[src/rtl/nseq_pkg.sv]
// Package: shared types for the NAND access sequencer.
// Assumes: request kinds use codes 00 command, 01 address, 1x data.
package nseq_pkg;

    typedef enum logic [2:0] {
        ST_IDLE   = 3'd0,
        ST_TURN   = 3'd1,
        ST_SETUP  = 3'd2,
        ST_STROBE = 3'd3,
        ST_HOLD   = 3'd4
    } nseq_state_e;

    typedef enum logic [1:0] {
        LL_NONE = 2'd0,
        LL_CMD  = 2'd1,
        LL_ADDR = 2'd2
    } nseq_latch_e;

    localparam logic [1:0] KIND_CMD  = 2'b00;
    localparam logic [1:0] KIND_ADDR = 2'b01;

endpackage

[src/rtl/nseq_dcount.sv]
// Module: loadable down counter that stops at zero.
// Assumes: load takes priority over counting; zero is a decode of the count.
module nseq_dcount #(
    parameter int W = 8
) (
    input  logic         clk,
    input  logic         rst_n,
    input  logic         load,
    input  logic [W-1:0] load_val,
    input  logic         en,
    output logic         zero
);

    logic [W-1:0] cnt_q;

    // Count register: load, or step down towards zero when enabled.
    always_ff @(posedge clk) begin
        if (!rst_n) begin
            cnt_q <= '0;
        end else if (load) begin
            cnt_q <= load_val;
        end else if (en && (cnt_q != '0)) begin
            cnt_q <= cnt_q - 1'b1;
        end
    end

    // Zero flag for the phase controller.
    always_comb begin
        zero = (cnt_q == '0);
    end

endmodule

[src/rtl/nseq_ce_dec.sv]
// Module: active-low chip enable decoder.
// Assumes: sel is below N; all enables are high when not active.
module nseq_ce_dec #(
    parameter int N  = 4,
    parameter int BW = 2
) (
    input  logic          active,
    input  logic [BW-1:0] sel,
    output logic [N-1:0]  ce_n
);

    for (genvar i = 0; i < N; i++) begin : g_ce
        // One enable per bank, low only for the selected bank during an access.
        assign ce_n[i] = !(active && (sel == BW'(i)));
    end

endmodule

[src/rtl/nseq_fsm.sv]
// Module: phase controller for one NAND access.
// Runs optional turnaround, setup, strobe and hold phases. Captures the
// request and timing fields at acceptance and records the last latch kind.
// Assumes: the phase counter reports zero one cycle after a load of 0.
module nseq_fsm
    import nseq_pkg::*;
#(
    parameter int CNT_W  = 8,
    parameter int DLY_W  = 4,
    parameter int BANK_W = 2,
    parameter int DATA_W = 8
) (
    input  logic              clk,
    input  logic              rst_n,
    input  logic              req_valid,
    input  logic [1:0]        req_kind,
    input  logic              req_write,
    input  logic [DATA_W-1:0] req_wdata,
    input  logic [BANK_W-1:0] req_bank,
    input  logic [DLY_W-1:0]  cfg_cmd_rd_dly,
    input  logic [DLY_W-1:0]  cfg_adr_rd_dly,
    input  logic [CNT_W-1:0]  cfg_setup,
    input  logic [CNT_W-1:0]  cfg_wait,
    input  logic [CNT_W-1:0]  cfg_hold,
    input  logic              dev_wait,
    input  logic              ph_zero,
    input  logic [DATA_W-1:0] dq_in,
    output nseq_state_e       state,
    output logic              ph_load,
    output logic [CNT_W-1:0]  ph_val,
    output logic              ph_en,
    output logic              accept,
    output logic [1:0]        kind_q,
    output logic              wr_q,
    output logic [BANK_W-1:0] bank_q,
    output logic [DATA_W-1:0] wdata_q,
    output logic [DATA_W-1:0] rdata,
    output logic              done
);

    localparam int PAD_W = CNT_W - DLY_W;

    nseq_state_e     st_q;
    nseq_latch_e     last_q;
    logic [CNT_W-1:0] setup_q, wait_q, hold_q;
    logic             req_is_rd;
    logic             need_turn;
    logic [DLY_W-1:0] dly_sel;
    logic             strobe_end;

    // Request decode at the idle boundary.
    always_comb begin
        accept     = (st_q == ST_IDLE) && req_valid;
        req_is_rd  = req_kind[1] && !req_write;
        need_turn  = req_is_rd && (last_q != LL_NONE);
        dly_sel    = (last_q == LL_CMD) ? cfg_cmd_rd_dly : cfg_adr_rd_dly;
        strobe_end = (st_q == ST_STROBE) && ph_zero && !dev_wait;
        ph_en      = (st_q != ST_STROBE) || !dev_wait;
        state      = st_q;
    end

    // Phase counter load selection at each phase boundary.
    always_comb begin
        ph_load = 1'b0;
        ph_val  = '0;
        unique case (st_q)
            ST_IDLE: begin
                ph_load = req_valid;
                ph_val  = need_turn ? {{PAD_W{1'b0}}, dly_sel} : cfg_setup;
            end
            ST_TURN: begin
                ph_load = ph_zero;
                ph_val  = setup_q;
            end
            ST_SETUP: begin
                ph_load = ph_zero;
                ph_val  = wait_q;
            end
            ST_STROBE: begin
                ph_load = strobe_end;
                ph_val  = hold_q;
            end
            default: begin
                ph_load = 1'b0;
                ph_val  = '0;
            end
        endcase
    end

    // Phase sequencing, request capture, read capture and completion pulse.
    always_ff @(posedge clk) begin
        if (!rst_n) begin
            st_q    <= ST_IDLE;
            last_q  <= LL_NONE;
            setup_q <= '0;
            wait_q  <= '0;
            hold_q  <= '0;
            kind_q  <= KIND_CMD;
            wr_q    <= 1'b0;
            bank_q  <= '0;
            wdata_q <= '0;
            rdata   <= '0;
            done    <= 1'b0;
        end else begin
            done <= 1'b0;
            unique case (st_q)
                ST_IDLE: begin
                    if (req_valid) begin
                        setup_q <= cfg_setup;
                        wait_q  <= cfg_wait;
                        hold_q  <= cfg_hold;
                        kind_q  <= req_kind;
                        wr_q    <= !req_is_rd;
                        bank_q  <= req_bank;
                        wdata_q <= req_wdata;
                        st_q    <= need_turn ? ST_TURN : ST_SETUP;
                    end
                end
                ST_TURN: begin
                    if (ph_zero) st_q <= ST_SETUP;
                end
                ST_SETUP: begin
                    if (ph_zero) st_q <= ST_STROBE;
                end
                ST_STROBE: begin
                    if (strobe_end) begin
                        st_q <= ST_HOLD;
                        if (!wr_q) rdata <= dq_in;
                    end
                end
                ST_HOLD: begin
                    if (ph_zero) begin
                        st_q <= ST_IDLE;
                        done <= 1'b1;
                        if (kind_q == KIND_CMD)       last_q <= LL_CMD;
                        else if (kind_q == KIND_ADDR) last_q <= LL_ADDR;
                        else                          last_q <= LL_NONE;
                    end
                end
                default: st_q <= ST_IDLE;
            endcase
        end
    end

endmodule

[src/rtl/nand_strobe_seq.sv]
// Module: top of the NAND access timing sequencer.
// Combines the phase controller, a phase counter, a write turnaround counter
// and the chip enable decoder. Pin outputs are decoded from registered state.
// Assumes: dev_wait and dq_in are synchronous to clk.
module nand_strobe_seq
    import nseq_pkg::*;
#(
    parameter int DATA_W    = 8,
    parameter int NUM_BANKS = 4,
    parameter int CNT_W     = 8,
    parameter int DLY_W     = 4,
    localparam int BANK_W   = $clog2(NUM_BANKS)
) (
    input  logic                 clk,
    input  logic                 rst_n,
    input  logic                 req_valid,
    input  logic [1:0]           req_kind,
    input  logic                 req_write,
    input  logic [DATA_W-1:0]    req_wdata,
    input  logic [BANK_W-1:0]    req_bank,
    input  logic [DLY_W-1:0]     cfg_cmd_rd_dly,
    input  logic [DLY_W-1:0]     cfg_adr_rd_dly,
    input  logic [CNT_W-1:0]     cfg_hiz,
    input  logic [CNT_W-1:0]     cfg_setup,
    input  logic [CNT_W-1:0]     cfg_wait,
    input  logic [CNT_W-1:0]     cfg_hold,
    input  logic                 dev_wait,
    input  logic [DATA_W-1:0]    dq_in,
    output logic                 busy,
    output logic                 done,
    output logic [DATA_W-1:0]    rdata,
    output logic                 cle,
    output logic                 ale,
    output logic [NUM_BANKS-1:0] ce_n,
    output logic                 we_n,
    output logic                 re_n,
    output logic [DATA_W-1:0]    dq_out,
    output logic                 dq_oe
);

    nseq_state_e       state;
    logic              ph_load, ph_en, ph_zero, accept;
    logic [CNT_W-1:0]  ph_val;
    logic [1:0]        kind_q;
    logic              wr_q;
    logic [BANK_W-1:0] bank_q;
    logic [DATA_W-1:0] wdata_q;
    logic              hz_zero;
    logic              latch_ph;

    nseq_fsm #(
        .CNT_W (CNT_W),
        .DLY_W (DLY_W),
        .BANK_W(BANK_W),
        .DATA_W(DATA_W)
    ) u_fsm (
        .clk           (clk),
        .rst_n         (rst_n),
        .req_valid     (req_valid),
        .req_kind      (req_kind),
        .req_write     (req_write),
        .req_wdata     (req_wdata),
        .req_bank      (req_bank),
        .cfg_cmd_rd_dly(cfg_cmd_rd_dly),
        .cfg_adr_rd_dly(cfg_adr_rd_dly),
        .cfg_setup     (cfg_setup),
        .cfg_wait      (cfg_wait),
        .cfg_hold      (cfg_hold),
        .dev_wait      (dev_wait),
        .ph_zero       (ph_zero),
        .dq_in         (dq_in),
        .state         (state),
        .ph_load       (ph_load),
        .ph_val        (ph_val),
        .ph_en         (ph_en),
        .accept        (accept),
        .kind_q        (kind_q),
        .wr_q          (wr_q),
        .bank_q        (bank_q),
        .wdata_q       (wdata_q),
        .rdata         (rdata),
        .done          (done)
    );

    // Phase length counter shared by all phases.
    nseq_dcount #(.W(CNT_W)) u_phase_cnt (
        .clk     (clk),
        .rst_n   (rst_n),
        .load    (ph_load),
        .load_val(ph_val),
        .en      (ph_en),
        .zero    (ph_zero)
    );

    // Write turnaround counter, runs in parallel from the first busy cycle.
    nseq_dcount #(.W(CNT_W)) u_hiz_cnt (
        .clk     (clk),
        .rst_n   (rst_n),
        .load    (accept),
        .load_val(cfg_hiz),
        .en      (busy),
        .zero    (hz_zero)
    );

    nseq_ce_dec #(
        .N (NUM_BANKS),
        .BW(BANK_W)
    ) u_ce_dec (
        .active(busy),
        .sel   (bank_q),
        .ce_n  (ce_n)
    );

    // Pin decode from the registered phase state.
    always_comb begin
        busy     = (state != ST_IDLE);
        latch_ph = (state == ST_SETUP) || (state == ST_STROBE) || (state == ST_HOLD);
        cle      = latch_ph && (kind_q == KIND_CMD);
        ale      = latch_ph && (kind_q == KIND_ADDR);
        we_n     = !((state == ST_STROBE) && wr_q);
        re_n     = !((state == ST_STROBE) && !wr_q);
        dq_out   = wdata_q;
        dq_oe    = busy && wr_q && hz_zero;
    end

endmodule

[config.mk]
export PLATFORM = sky130hd
export DESIGN_NAME = nand_strobe_seq
export DESIGN_NICKNAME = d
export VERILOG_FILES = /design/src/rtl/nseq_pkg.sv /design/src/rtl/nseq_dcount.sv /design/src/rtl/nseq_ce_dec.sv /design/src/rtl/nseq_fsm.sv /design/src/rtl/nand_strobe_seq.sv
export SDC_FILE = /design/constraint.sdc
export NUM_CORES = 1
export LEC_CHECK = 0
export ABC_AREA = 1
export BUFFER_PORTS_ARGS = -buffer_cell sky130_fd_sc_hd__buf_2
export CAP_MARGIN = 20
export CORE_UTILIZATION = 57
export DETAILED_ROUTE_END_ITERATION = 16
export PLACE_DENSITY = 0.83
export RECOVER_POWER = 25
export SYNTH_ARGS = -nofsm -noshare
export SYNTH_HDL_FRONTEND = slang
export SYNTH_HIERARCHICAL = 1
export SYNTH_SLANG_ARGS = --single-unit
[constraint.sdc]
create_clock -name clk -period 4.7 [get_ports clk]
set_input_delay 0.47 -clock clk [delete_from_list [all_inputs] [get_ports clk]]
set_output_delay 0.47 -clock clk [all_outputs]
set_load 0.05 [all_outputs]
Word-level counts from Yosys, hierarchy flattened
Cells that the tools add are included.
- logic and storage cells: 96
- input bits: 65
- output and inout port bits: 27
- register bits: 67
- bitwise logic cells: 1
- add/subtract/negate cells: 2
- reduce and logical (&&, ||, !) cells: 47
- multiplexer cells: 18
- eq/ne operators: 15
- operator list (operator ; count):
    $mux 8 ; 5
    $pmux 8 s4 ; 1
    $logic_and 1x1->1 ; 17
    $logic_not 8->1 ; 2
    $reduce_bool 8->1 ; 2
    $sub 8x1->8 const B ; 2
    $mux 3 ; 5
    $pmux 3 s5 ; 1
    $logic_not 1->1 ; 10
    $ne 2x1->1 const B ; 4
    $eq 2x1->1 const B ; 3
    $eq 3x2->1 const B ; 2
    $mux 2 ; 3
    $reduce_and 2->1 ; 3
    $reduce_bool 2->1 ; 3
    $reduce_and 5->1 ; 1
    $eq 2x2->1 const B ; 2
    $logic_not 2->1 ; 2
    $mux 4 ; 1
    $eq 3x1->1 const B ; 1
    $eq 3x3->1 const B ; 1
    $logic_not 3->1 ; 1
    $logic_or 1x1->1 ; 3
    $ne 3x2->1 const B ; 1
    7 further kinds ; 7

Longest topological paths before layout
- word-level depth: 6
- mapped depth: 14
- depth with buffers taken out: 13

Cells and area by module
The synthesis kept the hierarchy.
- modules (own cells, without submodules) (module ; cells an instance ; sequential area each (um^2) ; times used ; area an instance (um^2)):
    nseq_fsm ; 299 ; 1021.0 ; 1 ; 2215.9
    nseq_dcount ; 104 ; 160.2 ; 2 ; 600.6
    nand_strobe_seq ; 17 ; 0.0 ; 1 ; 72.6
    nseq_ce_dec ; 7 ; 0.0 ; 1 ; 30.0

Worst setup path after synthesis
No wires, ideal clock.
- kind: register to register
- from: reg u_phase_cnt.cnt_q[0]
- to: reg u_phase_cnt.cnt_q[1]
- path buffers: 1
- required time: 4587 ps
- cell stages (with the launch flop): 15
- setup slack: 2516 ps
- period minus slack after synthesis: 2184 ps
- library setup time: 113 ps
- arrival: 2071 ps
- cell sequence: dfxtp_1 inv_1 ha_1 nand2_1 nor2_1 inv_1 nor2_1 nand2_1 nand3_1 clkbuf_1 inv_2 nand2_4 clkinv_2 nor2_1 nor2_1
- longest elaborated chain between the ends: 5
- elaborated cells on any way between the ends: 10
- classes of those cells: add/sub (1); mux (3); reduce/logical (6)
- ends and longest elaborated chain (element ; line ; source):
    from (decl) ; nseq_dcount.sv:14 ; logic [W-1:0] cnt_q;
    from (signal assigned) ; nseq_dcount.sv:21 ; cnt_q <= load_val;
    from (signal assigned) ; nseq_dcount.sv:23 ; cnt_q <= cnt_q - 1'b1;
    $logic_not 8->1 (*) ; nseq_dcount.sv:29 ; zero = (cnt_q == '0);
    net ph_zero ; nand_strobe_seq.sv:42 ; logic ph_load, ph_en, ph_zero, accept;
    $logic_and 1x1->1 (2 in a row) ; nseq_fsm.sv:57 ; strobe_end = (st_q == ST_STROBE) && ph_zero && !dev_wait;
    $pmux 1 s3 (*) ; nseq_fsm.sv:66 ; unique case (st_q)
    net ph_load ; nand_strobe_seq.sv:42 ;
    $mux 8 / $reduce_bool 2->1 (equally long branches) ; n/a ;
The timed path passes the listed nets; every way through them passes the cells marked *. The select of a mux whose other input is x is not followed.
A chain may end at the register's enable or synchronous reset.

Final worst setup path
- from: reg u_fsm.st_q[1], in the netlist u_fsm/state[1]
- to: reg u_hiz_cnt.cnt_q[1]
- longest elaborated chain between the ends: 3
- elaborated cells on any way between the ends: 6
- classes of those cells: mux (1); reduce/logical (5)
- ends and longest elaborated chain (element ; line ; source):
    from (decl) ; nseq_fsm.sv:43 ; nseq_state_e st_q;
    from (signal assigned) ; nseq_fsm.sv:116 ; st_q <= need_turn ? ST_TURN : ST_SETUP;
    $logic_not 3->1 (*) ; nseq_fsm.sv:53 ; accept = (st_q == ST_IDLE) && req_valid;
    $logic_and 1x1->1 (*) ; nseq_fsm.sv:53 ;
    net accept ; nand_strobe_seq.sv:42 ;
    $mux 8 / $reduce_bool 2->1 (equally long branches) ; n/a ;
    to (signal assigned) ; nseq_dcount.sv:21 ;
    to (signal assigned) ; nseq_dcount.sv:23 ;
    to (decl) ; nseq_dcount.sv:14 ;
The timed path passes the listed nets; every way through them passes the cells marked *.

==> results by group <==
Status
  – Run status: completed

Finish
  – Layout cells sized above 1: 19.2%
  – Layout fillers: 525
  – Fin area: between 4000 and 5000 sq um
  – ANT cells: 0
  – Final std cells w/o fill: 700
  – Register area: 1340 sq um
  – Multi-input combinational cell area: roughly 1800 sq um
  – Area added between synthesis and finish: 19.2%
  – Layout Nets: 689

Clocking
  – H-tree depth: 3
  – Post-CTS setup buffers: 0
  – Cts bufs inserted: 9
  – CTS tree: yes
  – Clock Tree Buf Depth: 2
  – CTS clk-pin slew, worst paths: 0.07 ns
  – CTS Hold Bufs: 0
  – Clock root buffer: clkbuf_8
  – Skew-Pair Late Insertion Delay: 0.34 ns
  – CTS Sinks: 67
  – Post-cts sizing count: 0

Die
  – Die X: 80.6 um
  – Initial Util: 59.1%
  – Die area: 6490 sq um
  – Core Box Area: roughly 6000 sq um
  – Io pins: 92
  – DIE HEIGHT: 80.6 um
  – FP Rows: 28

Power and ir drop
  – Cell leakage power: 1.94 nW
  – Power per Cell Area: 661 nW/um^2
  – Total power: 2.77 mW
  – Peak supply drop: 0.000322 V

GRT
  – First-pass GRT wire length: around 14000 um
  – Initial antenna violation count: 0
  – Pin count of the biggest net entering global routing: 38
  – Vias in the first global route: 3144
  – Global Route Usage Sum: 27.4%
  – Total global routing overflow: 0

Setup path
  – CP max-delay cell: nand3_1
  – CP Launch Type: register
  – Cell mode on critical path: nor2_1
  – WS Path Type: reg -> reg
  – CP Max Fanout: 34
  – WP data arrival: 3.04 ns
  – CP max stage delay: approximately 0.55 ns
  – Crit. End Element: register
  – Required @ worst endpoint: 4.93 ns
  – R2R depth: 9
  – Cell Chain, Critical Path: nor2_1 -> nand3_1 -> buf_4 -> inv_2 -> inv_2 -> nand2_4 -> clkinv_2 -> nor2_1 -> nor2_1

Synthesis
  – Synth Instances: 531
  – Mapped Area: 3520 sq um
  – Synthesized flop and latch total: 67
  – Post-synth EDFFs: 0
  – Synth warn: 6
  – Most frequent cells after synthesis: nand2_1, dfxtp_1, inv_1, a21oi_1, nand3_1
  – Yosys cell types: 32
  – Post-synth top flop: dfxtp_1
  – Ys async rst share: 0%
  – Syn_nets: 600
  – Mean Syn Cell Area: 6.63 sq um
  – Largest cells by area after synthesis: dfxtp_1, nand2_1, a21oi_1
  – Post-synthesis sequential area ratio: 38.1%
  – Share of the synthesized area in the top cell type: 38.1%
  – Synth area leader: dfxtp_1
  – Most frequent cell after synthesis: nand2_1

Place
  – HPWL Detailed: 6200 um
  – Routability Congestion: 0.875
  – Placement Cell Area: ~4000 sq um
  – Placed cells: 684
  – IO buf count: 91

STA
  – Slew Limit Fails: 0
  – Fin crit share: roughly three fifths
  – RSZ-0062 raised after global routing: no
  – Max-slew headroom: 46.3%
  – Worst Skew: 0.00536 ns
  – Final hold vios: 0
  – Worst-margin pin slew: 0.805 ns
  – Crit path time final: 2.80 ns
  – Final setup viols: 0
  – Fmax: around 360 MHz
  – Final setup TNS: 0 ns

Routing
  – Post-route ant nets: 0
  – Final wirelength: 8530 um
  – Initial DRC Count: ~230
  – DRC viols: 0
  – DR pass1 iterations: 5
  – DR WL/cell: approximately 12 um
  – Post-DR vias/cell: 5.23
  – Via count: 3662

Run
  – Maxcap violations: 0

Hold path
  – Hold depth: 3
  – HP Class: in -> reg
-- worst max-delay path: cells and delay by family, from the launching register on --
kind	cells	cell delay, ns
flops	1	0.42
buf+inv	4	1.23
simple gates	5	1.02
-- placed cells by master, fill, tap and decap left out --
cell          n
nand2_1     153
buf_2        74
dfxtp_1      67
inv_1        64
a21oi_1      62
nand3_1      43
nor2_1       39
o21ai_0      30
clkbuf_1     18
clkbuf_8     11
nand2_2       7
inv_2         5
nand4_1       5
nor2_2        4
o2111ai_1     4
o22ai_1       4
a22oi_1       4
nand2_4       4
ha_1          4
clkinv_2      3
o21ai_1       3
bufinv_16     2
nand3_4       2
nor3_1        2
xnor2_1       2
or2_1         1
clkinvlp_4    1
inv_4         1
nor2_4        1
nor3_2        1
o21ai_2       1
a21oi_2       1
nand3_2       1
buf_4         1
-- kinds of logic (layout without fill, tap and decap cells) --
kind of cell | count (synthesis) | in the layout | synth area share [%]
simple gates | 263 | 263 | 33.3
compound gates | 109 | 109 | 16.6
buf+inv | 86 | 180 | 10.1
flops | 67 | 67 | 38.1
fa+ha+maj | 4 | 4 | 1.42
xor+xnor | 2 | 2 | 0.498
-- flip-flops by register name (all words and copies together), names as in the netlist --
signal / cells
u_fsm/setup_q: 8
u_fsm/done: 1
u_fsm/wait_q: 8
u_fsm/last_q: 2
u_fsm/state: 3
u_phase_cnt/cnt_q: 8
u_fsm/hold_q: 8
u_fsm/rdata: 8
u_fsm/wdata_q: 8
u_hiz_cnt/cnt_q: 8
u_fsm/kind_q: 2
u_fsm/bank_q: 2
u_fsm/wr_q: 1
-- power breakdown --
group	total, mW	internal [mW]	switching [mW]
sequential	0.820	0.705	0.115
combinational	1.41	0.442	0.968
clock	0.540	0.327	0.213
total	2.77	1.47	1.30
-- metal layers --
metal  part of all wire [%]  GRT usage (%)  wire [um]
met5                      0              0          0
met4                    1.3           9.46        108
met3                    6.4           6.70        550
met2                     47           44.6       4000
met1                     45           35.0       3870
-- final cells by class --
type,count,area share [%]
flip-flops and latches,67,32.0
clock buffers,12,3.70
multi-input cells,378,43.3
well taps,75,2.24
inverters,72,6.56
clock inverters,4,1.73
repair buffers,92,10.5
-- metrics by stage --
step,setup slack (ns),utilization [%],hold WS (ns)
final,1.90,70.4,0.377
after global routing,1.65,70.4,0.368
after CTS,2.24,70.9,0.366
after detailed placement,2.25,67.1,0.437
after global placement,2.26,67.1,0.430
after floorplan,2.52,-,0.429
-- path summary, 6_finish.rpt --
check                       from                  to  slack [ns]
hold / removal      req_wdata[4]    u_fsm/wdata_q[4]        0.38
setup reg to reg  u_fsm/state[1]  u_hiz_cnt/cnt_q[1]        1.90
setup / recovery  u_fsm/state[1]  u_hiz_cnt/cnt_q[1]        1.90
hold reg to reg   u_fsm/rdata[7]      u_fsm/rdata[7]        0.45
(Power assumes the default switching activity.)
